`src/rtl/lbist_pkg.sv`:
```
package lbist_pkg;
  localparam int CNT_W    = 8;
  localparam int EN_BIT   = 0;
  localparam int SRC_LSB  = 1;
  localparam int MODE_LSB = 6;

  typedef logic [CNT_W-1:0] errcnt_t;

  localparam errcnt_t CNT_SAT  = 8'hFE;
  localparam errcnt_t CNT_FAIL = 8'hFF;
  localparam logic [1:0] OMODE_ON = 2'b10;
endpackage

```
`src/rtl/lbist_ctrl_reg.sv`:
```
module lbist_ctrl_reg
  import lbist_pkg::*;
(
  input  logic       clk,
  input  logic       rst,
  input  logic       cfg_we,
  input  logic [7:0] cfg_wdata,
  input  logic       pat_en,
  output logic       run_q,
  output logic       start,
  output logic       out_en_q,
  output logic       lp11_q,
  output logic [1:0] clk_src_q
);
  logic [1:0] mode_q;
  logic       run_nx;
  logic [1:0] mode_nx;

  assign start   = cfg_we && cfg_wdata[EN_BIT] && !run_q;
  assign run_nx  = cfg_we ? cfg_wdata[EN_BIT] : run_q;
  assign mode_nx = cfg_we ? cfg_wdata[MODE_LSB +: 2] : mode_q;

  always_ff @(posedge clk) begin
    if (rst) begin
      run_q     <= 1'b0;
      mode_q    <= 2'b00;
      out_en_q  <= 1'b1;
      lp11_q    <= 1'b0;
      clk_src_q <= 2'b00;
    end else begin
      run_q    <= run_nx;
      mode_q   <= mode_nx;
      out_en_q <= !run_nx || (mode_nx == OMODE_ON);
      lp11_q   <= run_q && !((mode_q == OMODE_ON) && pat_en);
      if (start) clk_src_q <= cfg_wdata[SRC_LSB +: 2];
    end
  end


  src_hold_chk: assert property (@(posedge clk) disable iff (rst)
    !start |=> $stable(clk_src_q));

  run_follow_chk: assert property (@(posedge clk) disable iff (rst)
    cfg_we |=> (run_q == $past(cfg_wdata[EN_BIT])));
endmodule

```
`src/rtl/lbist_err_cnt.sv`:
```
module lbist_err_cnt
  import lbist_pkg::*;
#(
  parameter int LOCK_WAIT = 16
) (
  input  logic    clk,
  input  logic    rst,
  input  logic    start,
  input  logic    run,
  input  logic    lock_s,
  input  logic    err_s,
  output errcnt_t cnt_q
);
  localparam int WAIT_W = (LOCK_WAIT > 2) ? $clog2(LOCK_WAIT) : 1;
  localparam logic [WAIT_W-1:0] WAIT_LAST = WAIT_W'(LOCK_WAIT - 1);

  logic              seen_q;
  logic [WAIT_W-1:0] wait_q;
  logic              fail_now;

  assign fail_now = !lock_s && (seen_q || (wait_q == WAIT_LAST));

  always_ff @(posedge clk) begin
    if (rst) begin
      cnt_q  <= '0;
      seen_q <= 1'b0;
      wait_q <= '0;
    end else if (start) begin
      cnt_q  <= '0;
      seen_q <= 1'b0;
      wait_q <= '0;
    end else if (run) begin
      if (cnt_q != CNT_FAIL) begin
        if (fail_now) cnt_q <= CNT_FAIL;
        else if (lock_s && err_s && cnt_q != CNT_SAT) cnt_q <= cnt_q + 1'b1;
      end
      if (!seen_q && !lock_s && wait_q != WAIT_LAST) wait_q <= wait_q + 1'b1;
      if (lock_s) seen_q <= 1'b1;
    end
  end


  start_clear_chk: assert property (@(posedge clk) disable iff (rst)
    start |=> (cnt_q == '0));

  step_chk: assert property (@(posedge clk) disable iff (rst)
    !start |=> (cnt_q == $past(cnt_q) || cnt_q == $past(cnt_q) + 8'd1 || cnt_q == CNT_FAIL));

  no_overflow_chk: assert property (@(posedge clk) disable iff (rst)
    (cnt_q == CNT_FAIL && !start) |=> (cnt_q == CNT_FAIL));

  idle_hold_chk: assert property (@(posedge clk) disable iff (rst)
    (!run && !start) |=> $stable(cnt_q));
endmodule

```
`src/rtl/lbist_port_ind.sv`:
```
module lbist_port_ind #(
  parameter int NUM_PORTS = 4,
  parameter int SEL_W     = 2
) (
  input  logic                 clk,
  input  logic                 rst,
  input  logic                 run,
  input  logic [SEL_W-1:0]     port_sel,
  input  logic [NUM_PORTS-1:0] rx_lock,
  input  logic [NUM_PORTS-1:0] rx_err,
  input  logic                 far_act,
  output logic [NUM_PORTS-1:0] pass_n_q,
  output logic                 lock_q,
  output logic                 far_q
);
  for (genvar p = 0; p < NUM_PORTS; p++) begin : g_port
    always_ff @(posedge clk) begin
      if (rst) pass_n_q[p] <= 1'b1;
      else     pass_n_q[p] <= !(run && rx_lock[p] && rx_err[p]);
    end
  end

  always_ff @(posedge clk) begin
    if (rst) begin
      lock_q <= 1'b0;
      far_q  <= 1'b0;
    end else begin
      lock_q <= rx_lock[port_sel];
      far_q  <= far_act;
    end
  end


  idle_pass_chk: assert property (@(posedge clk) disable iff (rst)
    !run |=> (pass_n_q == {NUM_PORTS{1'b1}}));

  unlocked_pass_chk: assert property (@(posedge clk) disable iff (rst)
    (rx_lock == '0) |=> (pass_n_q == {NUM_PORTS{1'b1}}));
endmodule

```
`src/rtl/link_bist_mon.sv`:
```
module link_bist_mon
  import lbist_pkg::*;
#(
  parameter int NUM_PORTS = 4,
  parameter int LOCK_WAIT = 16,
  localparam int SEL_W    = (NUM_PORTS > 1) ? $clog2(NUM_PORTS) : 1
) (
  input  logic                 clk,
  input  logic                 rst,
  input  logic                 cfg_we,
  input  logic [7:0]           cfg_wdata,
  input  logic [SEL_W-1:0]     port_sel,
  input  logic [NUM_PORTS-1:0] rx_lock,
  input  logic [NUM_PORTS-1:0] rx_err,
  input  logic                 pat_en,
  input  logic                 far_test_active,
  output logic                 test_on,
  output logic [7:0]           err_count,
  output logic [NUM_PORTS-1:0] pass_n,
  output logic                 lock_out,
  output logic                 out_en,
  output logic                 csi_lp11,
  output logic [1:0]           ser_clk_src,
  output logic                 ser_int_clk,
  output logic                 far_active_sts
);
  logic    start;
  errcnt_t cnt;

  lbist_ctrl_reg u_ctrl (
    .clk(clk), .rst(rst), .cfg_we(cfg_we), .cfg_wdata(cfg_wdata), .pat_en(pat_en),
    .run_q(test_on), .start(start), .out_en_q(out_en), .lp11_q(csi_lp11),
    .clk_src_q(ser_clk_src)
  );

  lbist_err_cnt #(.LOCK_WAIT(LOCK_WAIT)) u_cnt (
    .clk(clk), .rst(rst), .start(start), .run(test_on),
    .lock_s(rx_lock[port_sel]), .err_s(rx_err[port_sel]), .cnt_q(cnt)
  );

  lbist_port_ind #(.NUM_PORTS(NUM_PORTS), .SEL_W(SEL_W)) u_ind (
    .clk(clk), .rst(rst), .run(test_on), .port_sel(port_sel),
    .rx_lock(rx_lock), .rx_err(rx_err), .far_act(far_test_active),
    .pass_n_q(pass_n), .lock_q(lock_out), .far_q(far_active_sts)
  );

  assign err_count   = cnt;
  assign ser_int_clk = |ser_clk_src;


  idle_outen_chk: assert property (@(posedge clk) disable iff (rst)
    !test_on |-> out_en);

  idle_lp11_chk: assert property (@(posedge clk) disable iff (rst)
    !test_on |=> (!csi_lp11 || $past(test_on) == 1'b0 && !csi_lp11 || $fell(test_on)));
endmodule

```
`config.mk`:
```
export PLATFORM = sky130hd
export DESIGN_NAME = link_bist_mon
export DESIGN_NICKNAME = d
export VERILOG_FILES = /design/src/rtl/lbist_pkg.sv /design/src/rtl/lbist_ctrl_reg.sv /design/src/rtl/lbist_err_cnt.sv /design/src/rtl/lbist_port_ind.sv /design/src/rtl/link_bist_mon.sv
export SDC_FILE = /design/constraint.sdc
export NUM_CORES = 1
export LEC_CHECK = 0
export BUFFER_PORTS_ARGS = -buffer_cell sky130_fd_sc_hd__buf_2
export CAP_MARGIN = 20
export CORE_AREA = 2 2 56 58
export DETAILED_ROUTE_END_ITERATION = 8
export DIE_AREA = 0 0 58 60
export PLACE_DENSITY = 0.72
export SYNTH_ARGS = -nofsm -noshare
export SYNTH_HDL_FRONTEND = slang
export SYNTH_SLANG_ARGS = --single-unit
```
`constraint.sdc`:
```
create_clock -name clk -period 1.9 [get_ports clk]
set_input_delay 0.095 -clock clk [delete_from_list [all_inputs] [get_ports clk]]
set_output_delay 0.095 -clock clk [all_outputs]
set_load 0.1 [all_outputs]
```
==> results.ini, run 1 <==
[timing]
hold_violations=0
slew_violations=0
setup_viol=0
tightestPinTransition_ns=0.497
fin_ws_ns=0.130
max-slew-margin-rel_pct=66.0
fin_setup_tns_ns=0
rsz0062_at_grt=no
fin_crit_ns=1.77
clock_skew_ns=0.00163
max_clock_freq_mhz=565
fin_crit_sh_pct=93.2

[cts]
cts_tree=done
worstSkewPairLatency_ns=0.32
clk_pin_slew_ns=0.14
htree_num_levels=1
clockBufferDepth=2
cts_resized=0
cts.sink_count=26
cts_made_buffers=3
clock-root-buffer=clkbuf_4
postCtsSetupRepairBufs=0

[global_routing]
antenna_found_initial=0
grt_pass1_wl_mm=4.64
grt_max_degree=15
globalRouteOverflowTotal=0
grtUsageTotal_pct=17.1
grt_pass1_vias=1129

[power]
irDropWorstVdd_mv=0.500
leakage_nw=0.722
p_per_area_nw_per_um2=664
power_mw=1.07

[placement]
pre_cts_slack_ns=0.154
io_buffer_count=39
place_inst=200
gp_routability_congestion=0.831
dp_hpwl_mm=2.08

[setup_path]
worstPathCellList=inv_2, or4_4, a21oi_2, buf_4, o22ai_2, a221oi_2
end_kind=register
critical-path-top-delay-family=simple AND/OR/NAND/NOR gates
startpoint_type=register
slowest_delay_ns=0.53
crit_required_ns=2.14
setup.worst_path.class=reg2reg
critPathArrivalTime_ns=2.01
crit_slowest_cell=or4_4
critPathMaxFanout=7
cp_num_buf_inv=2

[route]
wl_mm=2.85
routedWlPerCell_um=13.3
viasPerCell=5.33
drtIter0Drc=15
ant_nets=0
firstDrtPassIters=4
dr_total_vias=1140
drcViolationCount=0

[worst_hold_path]
hp-class=in2reg

[logic_synthesis]
yosysWarnings=0
ys_ff_latch=26
syn-instance-count=127
synth_area_um2=1200
yosysUniqueCellTypes=39
syn_avg_cell_area_um2=9.48
synth_nets=153
yosysSeqAreaShare_pct=43.2

[floorplan]
die_x_um=58
core_area_um2=2900
die-area_um2=3480
std_cell_rows=20
start_util_pct=41.5
die_h_um=60
io_pins=43

[layout]
drive_gt1_share_pct=37.6
final_common_cell=buf_2
design.final.nets=208
areaGrowthSynthToFinish_pct=33.8
instances_no_fill=214
diodes=0
mostFrequentLayoutCells=buf_2 (39), dfxtp_1 (17), nor2_1 (15)

[job]
max_cap_violations=0

[outcome]
outcome=complete, no violations

[sequential cells by signal, indices dropped and copies added, names as in the netlist, 2 cells and up]
| signal | flops |
|---|---|
| u_cnt.wait_q | 4 |
| u_cnt.cnt_q | 8 |
| u_ind.pass_n_q | 4 |
| u_ctrl.mode_q | 2 |
| u_ctrl.clk_src_q | 2 |
[path summary, 6_finish.rpt]
kind	start	slack (ns)	cells after the start	to
min reg2reg	u_cnt.cnt_q[7]	0.47	2	u_cnt.cnt_q[7]
max reg2reg	u_ctrl.run_q	0.13	6	u_cnt.cnt_q[6]
min	cfg_wdata[6]	0.009	3	u_ctrl.mode_q[0]
max	u_ctrl.run_q	0.13	6	u_cnt.cnt_q[6]
[power breakdown]
group | switching, mW | internal, mW | leakage, nW | total, mW
clock network | 0.166 | 0.117 | 0.0210 | 0.283
logic | 0.153 | 0.0642 | 0.484 | 0.218
registers | 0.0106 | 0.558 | 0.217 | 0.569
total | 0.330 | 0.739 | 0.722 | 1.07
[per-stage QoR]
stage	instance area (um2)	util [%]	hold slack (ns)
6_report	1610	55.5	0.00862
5_1_grt	1610	55.5	0.0376
4_1_cts	1610	55.5	0.0185
3_5_place_dp	1470	50.8	0.295
3_3_place_gp	1470	50.8	0.277
2_1_floorplan	1220	-	0.167
[cell families after synthesis]
| kind of cell | count (synthesis) | synth area share, % |
|---|---|---|
| xor+xnor | 3 | 2.18 |
| buf+inv | 14 | 4.99 |
| compound gates | 26 | 16.6 |
| mux | 9 | 8.52 |
| simple gates | 46 | 21.3 |
| flops | 26 | 43.2 |
| fa+ha+maj | 3 | 3.12 |
[cells in the mapped netlist (all sizes together)]
master	number	share of area, %
a2111oi	1	0.73
a211oi	5	3.1
a21oi	2	1.1
a221oi	2	2.0
a311oi	1	0.73
a31oi	2	1.0
and2	1	0.52
and3	2	1.0
and3b	1	0.83
buf	1	0.94
clkbuf	3	0.94
dfxtp	26	43
ha	3	3.1
inv	10	3.1
mux2i	8	6.7
mux4	1	1.9
nand2	4	1.2
nand3	8	3.3
nand4	3	1.6
nor2	16	5.6
nor2b	4	2.1
nor3	4	2.6
nor3b	1	1.0
o211a	1	0.83
o211ai	1	0.62
o21a	1	0.62
o21ai	3	1.2
o22a	1	0.73
o22ai	5	3.1
o2bb2ai	1	0.73
or2	1	0.52
or4	1	0.94
xnor2	1	0.73
xor2	2	1.5
[tightest hold or removal path: cells and delay by family]
kind | cells | cell delay (ns)
buf+inv | 1 | 0.08
mux | 1 | 0.06
simple gates | 1 | 0.07
[repair_timing]
item | CTS | global route
endpoints found under the hold margin | 6 | 0
endpoints found under the setup margin | 0 | 1
hold buffers | 10 | 0
[final cells by class]
| class | instances | area [um2] |
|---|---|---|
| Fill cell | 260 | 1290 |
| Inverter | 10 | 37.5 |
| Tap cell | 33 | 41.3 |
| Sequential cell | 26 | 539 |
| Timing Repair Buffer | 54 | 333 |
| Multi-Input combinational cell | 87 | 623 |
| Clock buffer | 4 | 36.3 |
[metal layers]
metal / up-vias / global-route usage, % / share of wire (%)
met5: - / 0 / 0
met4: 0 / 6.31 / 2.1
met3: 6 / 1.95 / 3.8
met2: 28 / 34.1 / 54
met1: 535 / 18.4 / 40
li1: 571 / - / -
Power figures use the tool's default switching activity.
==> run 2: changes to the inputs <==
Settings changed: BUFFER_PORTS_ARGS -buffer_cell sky130_fd_sc_hd__buf_2 to default, CORE_AREA 2 2 56 58 to 2 2 51 53, DIE_AREA 0 0 58 60 to 0 0 53 55, DONT_BUFFER_PORTS from default to 1, PLACE_DENSITY 0.72 to 0.67.
Clock period 1.9 ns to 1.6 ns, I/O delays scaled along.
==> results.ini, run 2 (synthesis gave the netlist of run 1 again) <==
[outcome]
outcome=finished, violations left
violations=negative setup slack

[floorplan]
die_x_um=53
die-area_um2=2920
die_h_um=55
io_pins=43
core_area_um2=2360
std_cell_rows=18
start_util_pct=50.9

[cts]
clockBufferDepth=2
cts_made_buffers=3
clock-root-buffer=clkbuf_4
clk_pin_slew_ns=0.17
cts_tree=done
htree_num_levels=1
worstSkewPairLatency_ns=0.34
cts.sink_count=26

[global_routing]
grtUsageTotal_pct=28.2
grt_max_degree=16
grt_pass1_vias=1307
globalRouteOverflowTotal=0
grt_pass1_wl_mm=5.94
antenna_found_initial=0

[placement]
gp_routability_congestion=0.779
place_area_um2=1510
io_buffer_count=0
dp_hpwl_mm=2.07
pre_cts_slack_ns=-0.151

[worst_hold_path]
hp-class=in2reg

[layout]
design.final.nets=221
drive_gt1_share_pct=46.4
areaGrowthSynthToFinish_pct=67.0
mostFrequentLayoutCells=buf_4 (42), dlygate4sd3_1 (20), nor2_1 (15)
largest_reg_flops=8
diodes=0
reg_top3=u_cnt.cnt_q: 8 flops, u_cnt.wait_q: 4 flops, u_ind.pass_n_q: 4 flops
final_common_cell=buf_4
largest-register=u_cnt.cnt_q
stdcell_area_um2=2010

[setup_path]
crit_start=u_ctrl.run_q
setup.worst_path.class=reg2reg
reg2reg_to=u_cnt.cnt_q[4]
crit_required_ns=1.85
r2r-start=u_ctrl.run_q
crit_end=u_cnt.cnt_q[4]
critPathMaxFanout=7
end_kind=register
ff2ff_path_depth=6
startpoint_type=register
critPathArrivalTime_ns=2.10
rrSetupSlack_ns=-0.24

[power]
p_sw_uw=445
irDropWorstVdd_mv=0.785
switching_share_pct=30.1
p_per_area_nw_per_um2=734
p_int_mw=1.03
leakage_nw=0.875
combPwrFrac_pct=21.4
power_mw=1.48
seq_power_share_pct=46.0
power_frac_clock_pct=32.7

[route]
dr_total_vias=1405
viasPerCell=6.27
drcViolationCount=0
firstDrtPassIters=4
wl_mm=5.11
ant_nets=0
drtIter0Drc=86
routedWlPerCell_um=22.8

[timing]
setup_viol=16
fin_crit_sh_pct=115
max_clock_freq_mhz=543
clock_skew_ns=0.0105
slew_violations=0
fin_setup_tns_ns=-2.56
tightestPinTransition_ns=0.472
rsz0062_at_grt=yes
max-slew-margin-rel_pct=68.4
hold_violations=0
fin_ws_ns=-0.243
fin_crit_ns=1.84

[job]
max_cap_violations=0

[run 2: through the flow]
| stage | hold slack [ns] | instances | utilization (%) |
|---|---|---|---|
| after floorplan | 0.152 | 127 | - |
| after global placement | 0.147 | 185 | 63.8 |
| after detailed placement | 0.153 | 185 | 63.8 |
| after CTS | 0.126 | 212 | 76.2 |
| after global routing | 0.207 | 224 | 85.0 |
| final | 0.189 | 224 | 85.0 |
[run 2: layer usage]
layer	routed length (um)	share of wire (%)	vias to the layer above	GRT usage [%]
met1	1840	36	667	32.4
met4	246	4.8	0	9.83
li1	-	-	595	-
met3	424	8.3	32	3.76
met2	2600	51	111	53.8
met5	0	0	-	0
[run 2: cell type report]
| class | instances | area (um2) |
|---|---|---|
| clock buffers | 3 | 22.5 |
| clock inverters | 1 | 30.0 |
| fillers | 115 | 354 |
| inverters | 10 | 40.0 |
| multi-input cells | 87 | 756 |
| flip-flops and latches | 26 | 544 |
| well taps | 30 | 37.5 |
| repair buffers | 67 | 581 |
[run 2: worst min path at each step]
stage / start / endpoint / cells after the start
global route: port_sel[1] / u_ind.lock_q / 2
global placement: rst / u_ctrl.clk_src_q[1] / 1
finish: cfg_we / u_ctrl.clk_src_q[1] / 4
floorplan: rx_lock[0] / u_ind.pass_n_q[0] / 1
CTS: port_sel[0] / u_cnt.cnt_q[4] / 3
detailed placement: rst / u_ctrl.clk_src_q[1] / 1
[run 2: power groups by stage]
stage / sequential (mW) / combinational [mW] / clock [mW]
6_report: 0.678 / 0.315 / 0.482
3_3_place_gp: 0.686 / 0.237 / 0
2_1_floorplan: 0.781 / 0.0931 / 0
5_1_grt: 0.679 / 0.326 / 0.493
4_1_cts: 0.673 / 0.281 / 0.446
3_5_place_dp: 0.687 / 0.240 / 0
[run 2: what timing repair did]
item / in CTS / in global routing
gates resized for setup: 6 / 22
setup buffers: 3 / 12
pin swaps: 3 / 13
endpoints found under the setup margin: 8 / 17
endpoints found under the hold margin: 14 / 0
hold buffers: 20 / 0
[run 2: critical path, cell delays in order, from the launching register on]
cell and delay (ns):
dfxtp_4 0.40, inv_4 0.03, or4_4 0.54, a21oi_4 0.31
buf_4 0.20, o2bb2ai_1 0.07, o22ai_1 0.19
